[src/rtl/i2ct_pkg.sv]
package i2ct_pkg;
   typedef enum logic [2:0] {
      ST_IDLE, ST_ADDR, ST_AACK, ST_RX, ST_RACK, ST_TX, ST_TACK
   } eng_state_t;

   localparam logic [2:0] REG_CTRL  = 3'd0;
   localparam logic [2:0] REG_STAT  = 3'd1;
   localparam logic [2:0] REG_FLAGS = 3'd2;
   localparam logic [2:0] REG_IEN   = 3'd3;
   localparam int         REG_ADDR0 = 4;
   localparam int         REG_DATA0 = 5;
   localparam int         FLAG_W    = 3;
   localparam int         NSLOT     = 2;
endpackage

[src/rtl/i2ct_sync.sv]
module i2ct_sync #(
   parameter int STAGES = 2
) (
   input  logic clk,
   input  logic rst_n,
   input  logic scl_i,
   input  logic sda_i,
   output logic scl_s,
   output logic sda_s,
   output logic scl_rise,
   output logic scl_fall,
   output logic start_p,
   output logic stop_p
);
   logic [STAGES-1:0] scl_q, sda_q;
   logic              scl_d, sda_d;

   always_ff @(posedge clk or negedge rst_n) begin
      if (!rst_n) begin
         scl_q <= '1;
         sda_q <= '1;
         scl_d <= 1'b1;
         sda_d <= 1'b1;
      end else begin
         scl_q <= {scl_q[STAGES-2:0], scl_i};
         sda_q <= {sda_q[STAGES-2:0], sda_i};
         scl_d <= scl_q[STAGES-1];
         sda_d <= sda_q[STAGES-1];
      end
   end

   assign scl_s    = scl_q[STAGES-1];
   assign sda_s    = sda_q[STAGES-1];
   assign scl_rise = scl_s & ~scl_d;
   assign scl_fall = ~scl_s & scl_d;
   assign start_p  = scl_s & scl_d & sda_d & ~sda_s;
   assign stop_p   = scl_s & scl_d & ~sda_d & sda_s;
endmodule

[src/rtl/i2ct_slot.sv]
module i2ct_slot #(
   parameter logic [6:0] ADDR_RST = 7'h00
) (
   input  logic       clk,
   input  logic       rst_n,
   input  logic       addr_we,
   input  logic       data_we,
   input  logic       data_re,
   input  logic       mflag_clr,
   input  logic [7:0] wdata,
   input  logic       match_set,
   input  logic       rx_push,
   input  logic [7:0] rx_byte,
   input  logic       tx_load,
   output logic [6:0] addr,
   output logic [7:0] rx_buf,
   output logic [7:0] tx_buf,
   output logic       match_f,
   output logic       rx_f,
   output logic       tx_f
);
   always_ff @(posedge clk or negedge rst_n) begin
      if (!rst_n) begin
         addr    <= ADDR_RST;
         rx_buf  <= '0;
         tx_buf  <= '0;
         match_f <= 1'b0;
         rx_f    <= 1'b0;
         tx_f    <= 1'b0;
      end else begin
         if (addr_we) addr <= wdata[6:0];
         if (data_we) tx_buf <= wdata;
         if (rx_push) rx_buf <= rx_byte;
         if (match_set)      match_f <= 1'b1;
         else if (mflag_clr) match_f <= 1'b0;
         if (rx_push)        rx_f <= 1'b1;
         else if (data_re)   rx_f <= 1'b0;
         if (tx_load)        tx_f <= 1'b1;
         else if (data_we)   tx_f <= 1'b0;
      end
   end


   rx_set_src_chk: assert property (@(posedge clk) disable iff (!rst_n)
      $rose(rx_f) |-> $past(rx_push));

   rx_read_clr_chk: assert property (@(posedge clk) disable iff (!rst_n)
      (data_re && !rx_push) |=> !rx_f);

   tx_write_clr_chk: assert property (@(posedge clk) disable iff (!rst_n)
      (data_we && !tx_load) |=> !tx_f);

   match_clr_src_chk: assert property (@(posedge clk) disable iff (!rst_n)
      $fell(match_f) |-> $past(mflag_clr));
endmodule

[src/rtl/i2ct_engine.sv]
module i2ct_engine
   import i2ct_pkg::*;
(
   input  logic                  clk,
   input  logic                  rst_n,
   input  logic                  sda_s,
   input  logic                  scl_rise,
   input  logic                  scl_fall,
   input  logic                  start_p,
   input  logic                  stop_p,
   input  logic [NSLOT-1:0]      en,
   input  logic [NSLOT-1:0][6:0] addr,
   input  logic [NSLOT-1:0][7:0] tx_buf,
   output logic                  sda_oe,
   output logic [NSLOT-1:0]      match_set,
   output logic [NSLOT-1:0]      rx_push,
   output logic [NSLOT-1:0]      tx_load,
   output logic [7:0]            rx_byte,
   output logic                  active,
   output logic                  dir,
   output logic                  ack_in,
   output logic                  last_b
);
   eng_state_t state;
   logic [3:0] cnt;
   logic [7:0] sh;
   logic       sel;
   logic [NSLOT-1:0] hit;

   for (genvar k = 0; k < NSLOT; k++) begin : g_hit
      assign hit[k] = en[k] && (sh[7:1] == addr[k]);
   end

   always_ff @(posedge clk or negedge rst_n) begin
      if (!rst_n) begin
         state     <= ST_IDLE;
         cnt       <= '0;
         sh        <= '0;
         sel       <= 1'b0;
         sda_oe    <= 1'b0;
         dir       <= 1'b0;
         ack_in    <= 1'b0;
         last_b    <= 1'b0;
         match_set <= '0;
         rx_push   <= '0;
         tx_load   <= '0;
      end else begin
         match_set <= '0;
         rx_push   <= '0;
         tx_load   <= '0;
         if (stop_p) begin
            state  <= ST_IDLE;
            sda_oe <= 1'b0;
         end else if (start_p) begin
            state  <= ST_ADDR;
            cnt    <= '0;
            sda_oe <= 1'b0;
         end else begin
            case (state)
               ST_ADDR: begin
                  if (scl_rise) begin
                     sh  <= {sh[6:0], sda_s};
                     cnt <= cnt + 4'd1;
                  end else if (scl_fall && cnt == 4'd8) begin
                     if (|hit) begin
                        sel              <= ~hit[0];
                        last_b           <= ~hit[0];
                        match_set[~hit[0]] <= 1'b1;
                        dir              <= sh[0];
                        sda_oe           <= 1'b1;
                        state            <= ST_AACK;
                     end else begin
                        state <= ST_IDLE;
                     end
                  end
               end
               ST_AACK: begin
                  if (scl_fall) begin
                     cnt <= '0;
                     if (dir) begin
                        sh           <= tx_buf[sel];
                        sda_oe       <= ~tx_buf[sel][7];
                        tx_load[sel] <= 1'b1;
                        state        <= ST_TX;
                     end else begin
                        sda_oe <= 1'b0;
                        state  <= ST_RX;
                     end
                  end
               end
               ST_RX: begin
                  if (scl_rise) begin
                     sh  <= {sh[6:0], sda_s};
                     cnt <= cnt + 4'd1;
                  end else if (scl_fall && cnt == 4'd8) begin
                     rx_push[sel] <= 1'b1;
                     sda_oe       <= 1'b1;
                     state        <= ST_RACK;
                  end
               end
               ST_RACK: begin
                  if (scl_fall) begin
                     sda_oe <= 1'b0;
                     cnt    <= '0;
                     state  <= ST_RX;
                  end
               end
               ST_TX: begin
                  if (scl_rise) begin
                     cnt <= cnt + 4'd1;
                  end else if (scl_fall) begin
                     if (cnt == 4'd8) begin
                        sda_oe <= 1'b0;
                        state  <= ST_TACK;
                     end else begin
                        sh     <= {sh[6:0], 1'b0};
                        sda_oe <= ~sh[6];
                     end
                  end
               end
               ST_TACK: begin
                  if (scl_rise) begin
                     ack_in <= ~sda_s;
                  end else if (scl_fall) begin
                     if (ack_in) begin
                        cnt          <= '0;
                        sh           <= tx_buf[sel];
                        sda_oe       <= ~tx_buf[sel][7];
                        tx_load[sel] <= 1'b1;
                        state        <= ST_TX;
                     end else begin
                        state <= ST_IDLE;
                     end
                  end
               end
               default: ;
            endcase
         end
      end
   end

   assign rx_byte = sh;
   assign active  = (state != ST_IDLE) && (state != ST_ADDR);


   match_acks_chk: assert property (@(posedge clk) disable iff (!rst_n)
      ((|match_set) && !start_p && !stop_p) |-> sda_oe);

   nack_idle_chk: assert property (@(posedge clk) disable iff (!rst_n)
      (state == ST_TACK && scl_fall && !ack_in && !start_p && !stop_p)
      |=> (state == ST_IDLE && !sda_oe));
endmodule

[src/rtl/dual_i2c_target.sv]
module dual_i2c_target
   import i2ct_pkg::*;
#(
   parameter int         SYNC_STAGES = 2,
   parameter bit         STRETCH_EN  = 1'b1,
   parameter logic [6:0] ADDR_A_RST  = 7'h00,
   parameter logic [6:0] ADDR_B_RST  = 7'h00
) (
   input  logic       clk,
   input  logic       rst_n,
   input  logic       scl_i,
   input  logic       sda_i,
   output logic       scl_oe,
   output logic       sda_oe,
   input  logic       bus_sel,
   input  logic       bus_wr,
   input  logic [2:0] bus_addr,
   input  logic [7:0] bus_wdata,
   output logic [7:0] bus_rdata,
   output logic       irq
);
   localparam int FLAGS_N = NSLOT * FLAG_W;

   if (SYNC_STAGES < 2 || SYNC_STAGES > 4) begin : g_bad_sync
      $error("SYNC_STAGES must lie in 2..4");
   end

   logic scl_s, sda_s, scl_rise, scl_fall, start_p, stop_p;
   logic [2:0] ctrl;
   logic [FLAGS_N-1:0] ien, flags;
   logic wr_en, rd_en;
   logic [NSLOT-1:0] addr_we, data_we, data_re, mflag_clr;
   logic [NSLOT-1:0] match_set, rx_push, tx_load, m_f, rx_f, tx_f;
   logic [NSLOT-1:0][6:0] s_addr;
   logic [NSLOT-1:0][7:0] s_rx, s_tx;
   logic [7:0] rx_byte;
   logic active, dir, ack_in, last_b;

   assign wr_en = bus_sel & bus_wr;
   assign rd_en = bus_sel & ~bus_wr;

   i2ct_sync #(.STAGES(SYNC_STAGES)) u_sync (
      .clk(clk), .rst_n(rst_n), .scl_i(scl_i), .sda_i(sda_i),
      .scl_s(scl_s), .sda_s(sda_s), .scl_rise(scl_rise), .scl_fall(scl_fall),
      .start_p(start_p), .stop_p(stop_p));

   for (genvar k = 0; k < NSLOT; k++) begin : g_slot
      assign addr_we[k]   = wr_en && (bus_addr == 3'(REG_ADDR0 + 2*k));
      assign data_we[k]   = wr_en && (bus_addr == 3'(REG_DATA0 + 2*k));
      assign data_re[k]   = rd_en && (bus_addr == 3'(REG_DATA0 + 2*k));
      assign mflag_clr[k] = wr_en && (bus_addr == REG_FLAGS) && !bus_wdata[k*FLAG_W];
      assign flags[k*FLAG_W +: FLAG_W] = {tx_f[k], rx_f[k], m_f[k]};

      i2ct_slot #(.ADDR_RST(k == 0 ? ADDR_A_RST : ADDR_B_RST)) u_slot (
         .clk(clk), .rst_n(rst_n), .addr_we(addr_we[k]), .data_we(data_we[k]),
         .data_re(data_re[k]), .mflag_clr(mflag_clr[k]), .wdata(bus_wdata),
         .match_set(match_set[k]), .rx_push(rx_push[k]), .rx_byte(rx_byte),
         .tx_load(tx_load[k]), .addr(s_addr[k]), .rx_buf(s_rx[k]), .tx_buf(s_tx[k]),
         .match_f(m_f[k]), .rx_f(rx_f[k]), .tx_f(tx_f[k]));
   end

   i2ct_engine u_eng (
      .clk(clk), .rst_n(rst_n), .sda_s(sda_s), .scl_rise(scl_rise),
      .scl_fall(scl_fall), .start_p(start_p), .stop_p(stop_p), .en(ctrl[1:0]),
      .addr(s_addr), .tx_buf(s_tx), .sda_oe(sda_oe), .match_set(match_set),
      .rx_push(rx_push), .tx_load(tx_load), .rx_byte(rx_byte), .active(active),
      .dir(dir), .ack_in(ack_in), .last_b(last_b));

   always_ff @(posedge clk or negedge rst_n) begin
      if (!rst_n) begin
         ctrl <= '0;
         ien  <= '0;
      end else if (wr_en) begin
         if (bus_addr == REG_CTRL) ctrl <= bus_wdata[2:0];
         if (bus_addr == REG_IEN)  ien  <= bus_wdata[FLAGS_N-1:0];
      end
   end

   if (STRETCH_EN) begin : g_hold
      logic hold;
      logic pending;
      assign pending = |{rx_f, tx_f};
      always_ff @(posedge clk or negedge rst_n) begin
         if (!rst_n)                 hold <= 1'b0;
         else if (!ctrl[2] || !pending) hold <= 1'b0;
         else if (!scl_s)            hold <= 1'b1;
      end
      assign scl_oe = hold;
   end else begin : g_nohold
      assign scl_oe = 1'b0;
   end

   always_comb begin
      case (bus_addr)
         REG_CTRL:  bus_rdata = {5'b0, ctrl};
         REG_STAT:  bus_rdata = {4'b0, last_b, ack_in, dir, active};
         REG_FLAGS: bus_rdata = 8'(flags);
         REG_IEN:   bus_rdata = 8'(ien);
         3'd4:      bus_rdata = {1'b0, s_addr[0]};
         3'd5:      bus_rdata = s_rx[0];
         3'd6:      bus_rdata = {1'b0, s_addr[1]};
         default:   bus_rdata = s_rx[1];
      endcase
   end

   assign irq = |(flags & ien);


   hold_needs_enable_chk: assert property (@(posedge clk) disable iff (!rst_n)
      !ctrl[2] |=> !scl_oe);
endmodule

[config.mk]
export PLATFORM = sky130hd
export DESIGN_NAME = dual_i2c_target
export DESIGN_NICKNAME = d
export VERILOG_FILES = /design/src/rtl/i2ct_pkg.sv /design/src/rtl/i2ct_sync.sv /design/src/rtl/i2ct_slot.sv /design/src/rtl/i2ct_engine.sv /design/src/rtl/dual_i2c_target.sv
export SDC_FILE = /design/constraint.sdc
export NUM_CORES = 1
export LEC_CHECK = 0
export BUFFER_PORTS_ARGS = -buffer_cell sky130_fd_sc_hd__buf_2
export CAP_MARGIN = 10
export CORE_ASPECT_RATIO = 1.2
export CORE_UTILIZATION = 40
export CTS_BUF_LIST = sky130_fd_sc_hd__clkbuf_8 sky130_fd_sc_hd__clkbuf_16
export DETAILED_ROUTE_END_ITERATION = 16
export PLACE_DENSITY_LB_ADDON = 0.15
export SYNTH_ARGS = -nofsm -noshare
export SYNTH_HDL_FRONTEND = slang
export SYNTH_HIERARCHICAL = 1
export SYNTH_SLANG_ARGS = --single-unit
[constraint.sdc]
create_clock -name clk -period 3.8 [get_ports clk]
set_input_delay 0.19 -clock clk [delete_from_list [all_inputs] [get_ports clk]]
set_output_delay 0.19 -clock clk [all_outputs]
set_load 0.05 [all_outputs]
**After elaboration in Yosys (flattened, before gate mapping)**

Cells that the tools add are included.

- Add/sub/neg operators: 1
- Order comparisons: 4
- Equal/unequal tests: 45
- Multiplexer cells: 91
- Bitwise logic cells: 21
- Reduce and logical (&&, ||, !) cells: 45

Operators with widths:

| operator | number |
|---|---|
| 2-to-1 mux 8 bit | 11 |
| one-hot mux 8 bit (7 select lines) | 1 |
| 2-to-1 mux 3 bit | 15 |
| 2-to-1 mux 2 bit | 19 |
| inequality test 4 x 3 -> 1 bit, second input constant | 9 |
| 2-to-1 mux 1 bit | 32 |
| one-hot mux 8 bit (4 select lines) | 1 |
| 2-to-1 mux 4 bit | 6 |
| AND reduction 12 bit | 2 |
| equality test 3 bit, second input constant | 7 |
| one-hot mux 3 bit (6 select lines) | 1 |
| inequality test 4 bit, second input constant | 4 |
| logical AND 1 bit | 15 |
| equality test 7 bit | 2 |
| AND reduction 13 bit | 1 |
| equality test 3 x 2 -> 1 bit, second input constant | 4 |
| inequality test 2 x 1 -> 1 bit, second input constant | 6 |
| one-hot mux 4 bit (3 select lines) | 1 |
| nonzero test 2 bit | 6 |
| inverter 1 bit | 11 |
| AND 1 bit | 9 |
| inequality test 3 x 1 -> 1 bit, second input constant | 3 |
| inequality test 2 bit, second input constant | 4 |
| nonzero test 4 bit | 2 |
| 24 further kinds | 35 |

- Register bits after elaboration: 93
- Output and inout bits: 11
- Word-level logic and storage cells: 236

**Longest topological paths before layout**

- Depth in word-level cells: 13
- Gate-level depth with buffers: 8
- Depth with buffers taken out: 7

**By module**

The synthesis kept the hierarchy.

By module, submodules not included:

| module | times used | cells each | area each (um^2) | sequential area each (um^2) |
|---|---|---|---|---|
| i2ct_slot | 2 | 58 | 1064.8 | 650.6 |
| i2ct_engine | 1 | 195 | 1716.6 | 625.6 |
| dual_i2c_target | 1 | 103 | 914.6 | 250.2 |
| i2ct_sync | 1 | 10 | 190.2 | 157.7 |

**Least setup slack after synthesis**

OpenSTA, ideal clock, no wires.

- Path type: flip-flop to flip-flop
- Start: register u_sync.scl_d
- End: register u_eng.sh[0] (netlist: u_eng/rx_byte[0])
- Arrival time: 2.003 ns
- Required time: 3.675 ns
- Path slack: 1.672 ns
- Cell stages (with the launch flop): 7
- Path buffers: 0
- Cells stage by stage: dfstp_2 > nor2b_1 > a21oi_1 > nor3b_1 > o21ai_1 > a211oi_4 > mux2_2

- Elaborated cells between the ends (all ways): 17
- Those cells by class: eq/ne: 6; bitwise: 10; reduce/logical: 1

RTL lines:

| what | RTL line | source |
|---|---|---|
| start: declaration | i2ct_sync.sv:16 | `logic scl_d, sda_d;` |
| start signal: assignment | i2ct_sync.sv:27 | `scl_d <= scl_q[STAGES-1];` |
| AND 1 bit (*) | i2ct_sync.sv:35 | `assign scl_fall = ~scl_s & scl_d;` |
| via scl_fall | dual_i2c_target.sv:28 | `logic scl_s, sda_s, scl_rise, scl_fall, start_p, stop_p;` |
| inequality test 2 x 1 -> 1 bit (no line) | - |  |
| AND reduction 12 bit (no line) (*) | - |  |
| end signal: assignment | i2ct_engine.sv:62 | `sh <= {sh[6:0], sda_s};` |
| end signal: assignment | i2ct_engine.sv:81 | `sh <= tx_buf[sel];` |
| end signal: assignment | i2ct_engine.sv:93 | `sh <= {sh[6:0], sda_s};` |
| end: declaration | i2ct_engine.sv:26 | `logic [7:0] sh;` |

The timed path passes the listed nets; every way through them passes the cells marked *.
A chain may end at the register's enable or synchronous reset.

**Final worst setup path**

- Start: register u_sync.scl_q[1]
- End: register u_eng.sh[1] (netlist: u_eng/rx_byte[1])

- Elaborated cells between the ends (all ways): 17
- Those cells by class: eq/ne: 6; bitwise: 10; reduce/logical: 1

RTL lines:

| what | RTL line | source |
|---|---|---|
| start: declaration | i2ct_sync.sv:15 | `logic [STAGES-1:0] scl_q, sda_q;` |
| start signal: assignment | i2ct_sync.sv:25 | `scl_q <= {scl_q[STAGES-2:0], scl_i};` |
| AND 1 bit (*) | i2ct_sync.sv:34 | `assign scl_rise = scl_s & ~scl_d;` |
| via scl_rise | dual_i2c_target.sv:28 |  |
| inequality test 2 bit (no line) / inequality test 2 x 1 -> 1 bit (equally long branches) | - |  |
| AND reduction 12 bit (no line) (*) | - |  |

Marked as above.

==> flow_metrics.tcl <==
set metrics [dict create \
    run_status "finished, violations left" \
    violations "design-rule violations, negative hold slack" \
    cts.sinks 93 \
    global_route_wire_length_before_repair_um 19400 \
    dp.final_hpwl_um 8730 \
    cp-end-kind "register" \
    antenna_diode_count 0 \
    antenna_violations_before_repair 0 \
    route.detailed.wl_per_inst_um 20.1 \
    cp.arrival_ns 2.74 \
    synth_area_leaders "sky130_fd_sc_hd__dfrtp_1 44%, sky130_fd_sc_hd__mux2_4 16%, sky130_fd_sc_hd__dfstp_2 3.2%" \
    timing.fmax_ghz 0.401 \
    power_mw 3.12 \
    drtPass1Iterations 10 \
    cts_tree "done" \
    routed_wirelength_um 12200 \
    share_of_async_settable_or_async_resettable_flops_after_synthesis 1.00 \
    timing_worst_slew_pin_value_ns 1.12 \
    place_area_mm2 0.00514 \
    synth_nets 443 \
    cts_buffers 9 \
    grt_remaining_overflow 0 \
    start_kind "register" \
    fin_hold_ws_ns -0.0260 \
    first_global_vias 3382 \
    drv.max_cap_violation_count 0 \
    ys_seq_area_frac 0.472 \
    root_buffer "sky130_fd_sc_hd__clkbuf_16" \
    num_vias 3287 \
    die_height_um 124 \
    setup_repair_after_global_routing_missed_its_margin "no" \
    cts_setup_buffers 0 \
    gr-usage-all-layers 0.204 \
    worstPathMaxFanout 11 \
    setup_viol_count_final 0 \
    max-vdd-ir-drop_v 0.000377 \
    worst_setup_hold_path_clk_slew_ns 0.08 \
    die_x_um 104 \
    yosysTopAreaCellShare 0.440 \
    worst_hold_path_type "in -> async" \
    drive_above_1_share 0.279 \
    route.detailed.vias_per_inst 5.40 \
    nNetsFinal 462 \
    relative_max_transition_margin 0.252 \
    placementRows 44 \
    core_area_mm2 0.0121 \
    port_buffers 27 \
    final_instance_count_without_filler_cells 609 \
    finalHoldViolCount 21 \
    synthMostInstantiatedCell "sky130_fd_sc_hd__dfrtp_1" \
    fin_area_mm2 0.00546 \
    syn2layout_area_growth_pct 10.3 \
    cts_hold_buf 2 \
    cellPowerDensity_mw_per_mm2 571 \
    finClkSkew_ns 0.00889 \
    synth-warning-count 6 \
    synth_enable_flop_cells 0 \
    cts.repair.resized 0 \
    number_of_buffers_on_the_longest_clock_path 2 \
    post-route-min-period_ns 2.50 \
    total_leakage_power_nw 2.39 \
    placedCellCount 591 \
    ys_ff_latch 93 \
    initialDrtViolationCount 151 \
    synth.avg_cell_area_um2 11.7 \
    post_synth_instance_area_mm2 0.00495 \
    design.die.area_mm2 0.0128 \
    synthFlopType "sky130_fd_sc_hd__dfrtp_1" \
    htree_levels 3 \
    timing_worst_setup_path_type "reg -> reg" \
    layout_worst_path_cycle_share 0.657 \
    synth.distinct_cells 52 \
    required_ns 4.04 \
    finalCoreUtilization 0.453 \
    drt_drc_violations_left 1 \
    cell_type_contributing_the_most_total_cell_area_after_synthesis "sky130_fd_sc_hd__dfrtp_1" \
    initial_utilization 0.411 \
    ant_nets 0 \
    top_level_ports 28 \
    timing.setup.tns_ns 0 \
    worst_skew_pair_latency_ns 0.36 \
    grt_max_degree 77 \
    timing.final.max_slew_violations 0 \
    synthTopCellsByCount "87 x sky130_fd_sc_hd__dfrtp_1, 52 x sky130_fd_sc_hd__mux2_4, 34 x sky130_fd_sc_hd__nor2_1" \
    syn-instance-count 424 \
    gp_congestion 0.832 \
]
## metal layers
metal,track usage,vias to the layer above,part of all wire
li1,-,1560,-
met1,0.247,1651,0.44
met2,0.351,56,0.49
met3,0.0366,20,0.027
met4,0.110,0,0.037
met5,0,-,0
## critical path, cell delays in order (launching register included)
cell,delay (ns)
sky130_fd_sc_hd__dfstp_2,0.57
sky130_fd_sc_hd__nor2b_1,0.54
sky130_fd_sc_hd__nor3b_1,0.27
sky130_fd_sc_hd__o21ai_1,0.12
sky130_fd_sc_hd__a211oi_4,0.48
sky130_fd_sc_hd__mux2_2,0.40
## registers in the layout, summed over array words and instances, names as in the netlist, 2 cells and up
| name | cells |
|---|---|
| g_slot.u_slot/rx_f | 2 |
| g_slot.u_slot/tx_f | 2 |
| ien | 6 |
| g_slot.u_slot/tx_buf | 16 |
| u_eng/state | 3 |
| u_eng/match_set | 2 |
| g_slot.u_slot/rx_buf | 16 |
| u_eng/rx_byte | 8 |
| u_eng/cnt | 4 |
| u_eng/tx_load | 2 |
| g_slot.u_slot/match_f | 2 |
| u_eng/rx_push | 2 |
| ctrl | 3 |
| g_slot.u_slot/addr | 14 |
| u_sync/sda_q | 2 |
| u_sync/scl_q | 2 |
## final cells by class
cell class / instances / area (um2)
clock buffers: 9 / 225
fillers: 1132 / 6600
multi-input cells: 293 / 2400
flip-flops and latches: 93 / 2330
repair buffers: 31 / 173
clock inverters: 7 / 71.3
inverters: 15 / 56.3
well taps: 161 / 201
## cell families after synthesis
logic type / after synthesis / share of synthesized area
AND/OR/NAND/NOR: 115 / 0.121
flip-flops: 93 / 0.472
multiplexers: 81 / 0.224
AO/OA/AOI/OAI: 80 / 0.108
buffers and inverters: 38 / 0.0442
XOR/XNOR: 15 / 0.0265
adder cells (fa/ha/maj): 2 / 0.00505
## power by group
group	switching, mW	internal (mW)	leakage, nW	total (mW)
logic	0.390	0.395	1.05	0.785
registers	0.261	1.16	1.19	1.42
clock network	0.444	0.468	0.148	0.912
## final timing paths
check / startpoint / end / slack [ns] / cells past startpoint
max: u_sync/scl_q[1] / u_eng/rx_byte[1] / 1.30 / 5
min: rst_n / ien[1] / -0.03 / 1
max reg2reg: u_sync/scl_q[1] / u_eng/rx_byte[1] / 1.30 / 5
min reg2reg: u_sync/sda_q[0] / u_sync/sda_q[1] / 0.36 / 0
max in group asynchronous: rst_n / g_slot[0].u_slot/rx_buf[1] / 3.00 / 2
min in group clk: bus_wdata[7] / g_slot[1].u_slot/tx_buf[7] / 0.07 / 2
## cells in the final DEF, fill, tap and decap left out, types with 4 or more instances in the layout
master | netlist | routed
sky130_fd_sc_hd__dfstp_2 | 6 | 6
sky130_fd_sc_hd__a22oi_1 | 8 | 8
sky130_fd_sc_hd__o21ai_0 | 27 | 27
sky130_fd_sc_hd__a21oi_1 | 11 | 11
sky130_fd_sc_hd__and2_1 | 4 | 4
sky130_fd_sc_hd__inv_1 | 15 | 15
sky130_fd_sc_hd__nor2_1 | 34 | 34
sky130_fd_sc_hd__nor2b_1 | 8 | 8
sky130_fd_sc_hd__nand2_1 | 22 | 22
sky130_fd_sc_hd__nand4_1 | 11 | 11
sky130_fd_sc_hd__inv_8 | 0 | 4
sky130_fd_sc_hd__dfrtp_1 | 87 | 87
sky130_fd_sc_hd__a21o_1 | 5 | 5
sky130_fd_sc_hd__nand3b_1 | 6 | 6
sky130_fd_sc_hd__a221oi_1 | 6 | 6
sky130_fd_sc_hd__mux2_2 | 12 | 12
sky130_fd_sc_hd__mux2i_1 | 15 | 15
sky130_fd_sc_hd__a31oi_1 | 4 | 4
sky130_fd_sc_hd__mux2_4 | 52 | 52
sky130_fd_sc_hd__clkbuf_16 | 0 | 9
sky130_fd_sc_hd__xnor2_1 | 15 | 15
sky130_fd_sc_hd__or2_2 | 4 | 4
sky130_fd_sc_hd__nor3_1 | 6 | 6
sky130_fd_sc_hd__buf_2 | 4 | 26
## metrics by stage
| stage | setup WS [ns] | hold slack [ns] |
|---|---|---|
| final | 1.30 | -0.0260 |
| after floorplan | 1.67 | -0.106 |
| after detailed placement | 1.35 | 0.298 |
| after CTS | 1.33 | 0.0246 |
| after global placement | 1.43 | 0.297 |
| after global routing | 1.13 | 0.0647 |
(Power assumes the default switching activity.)
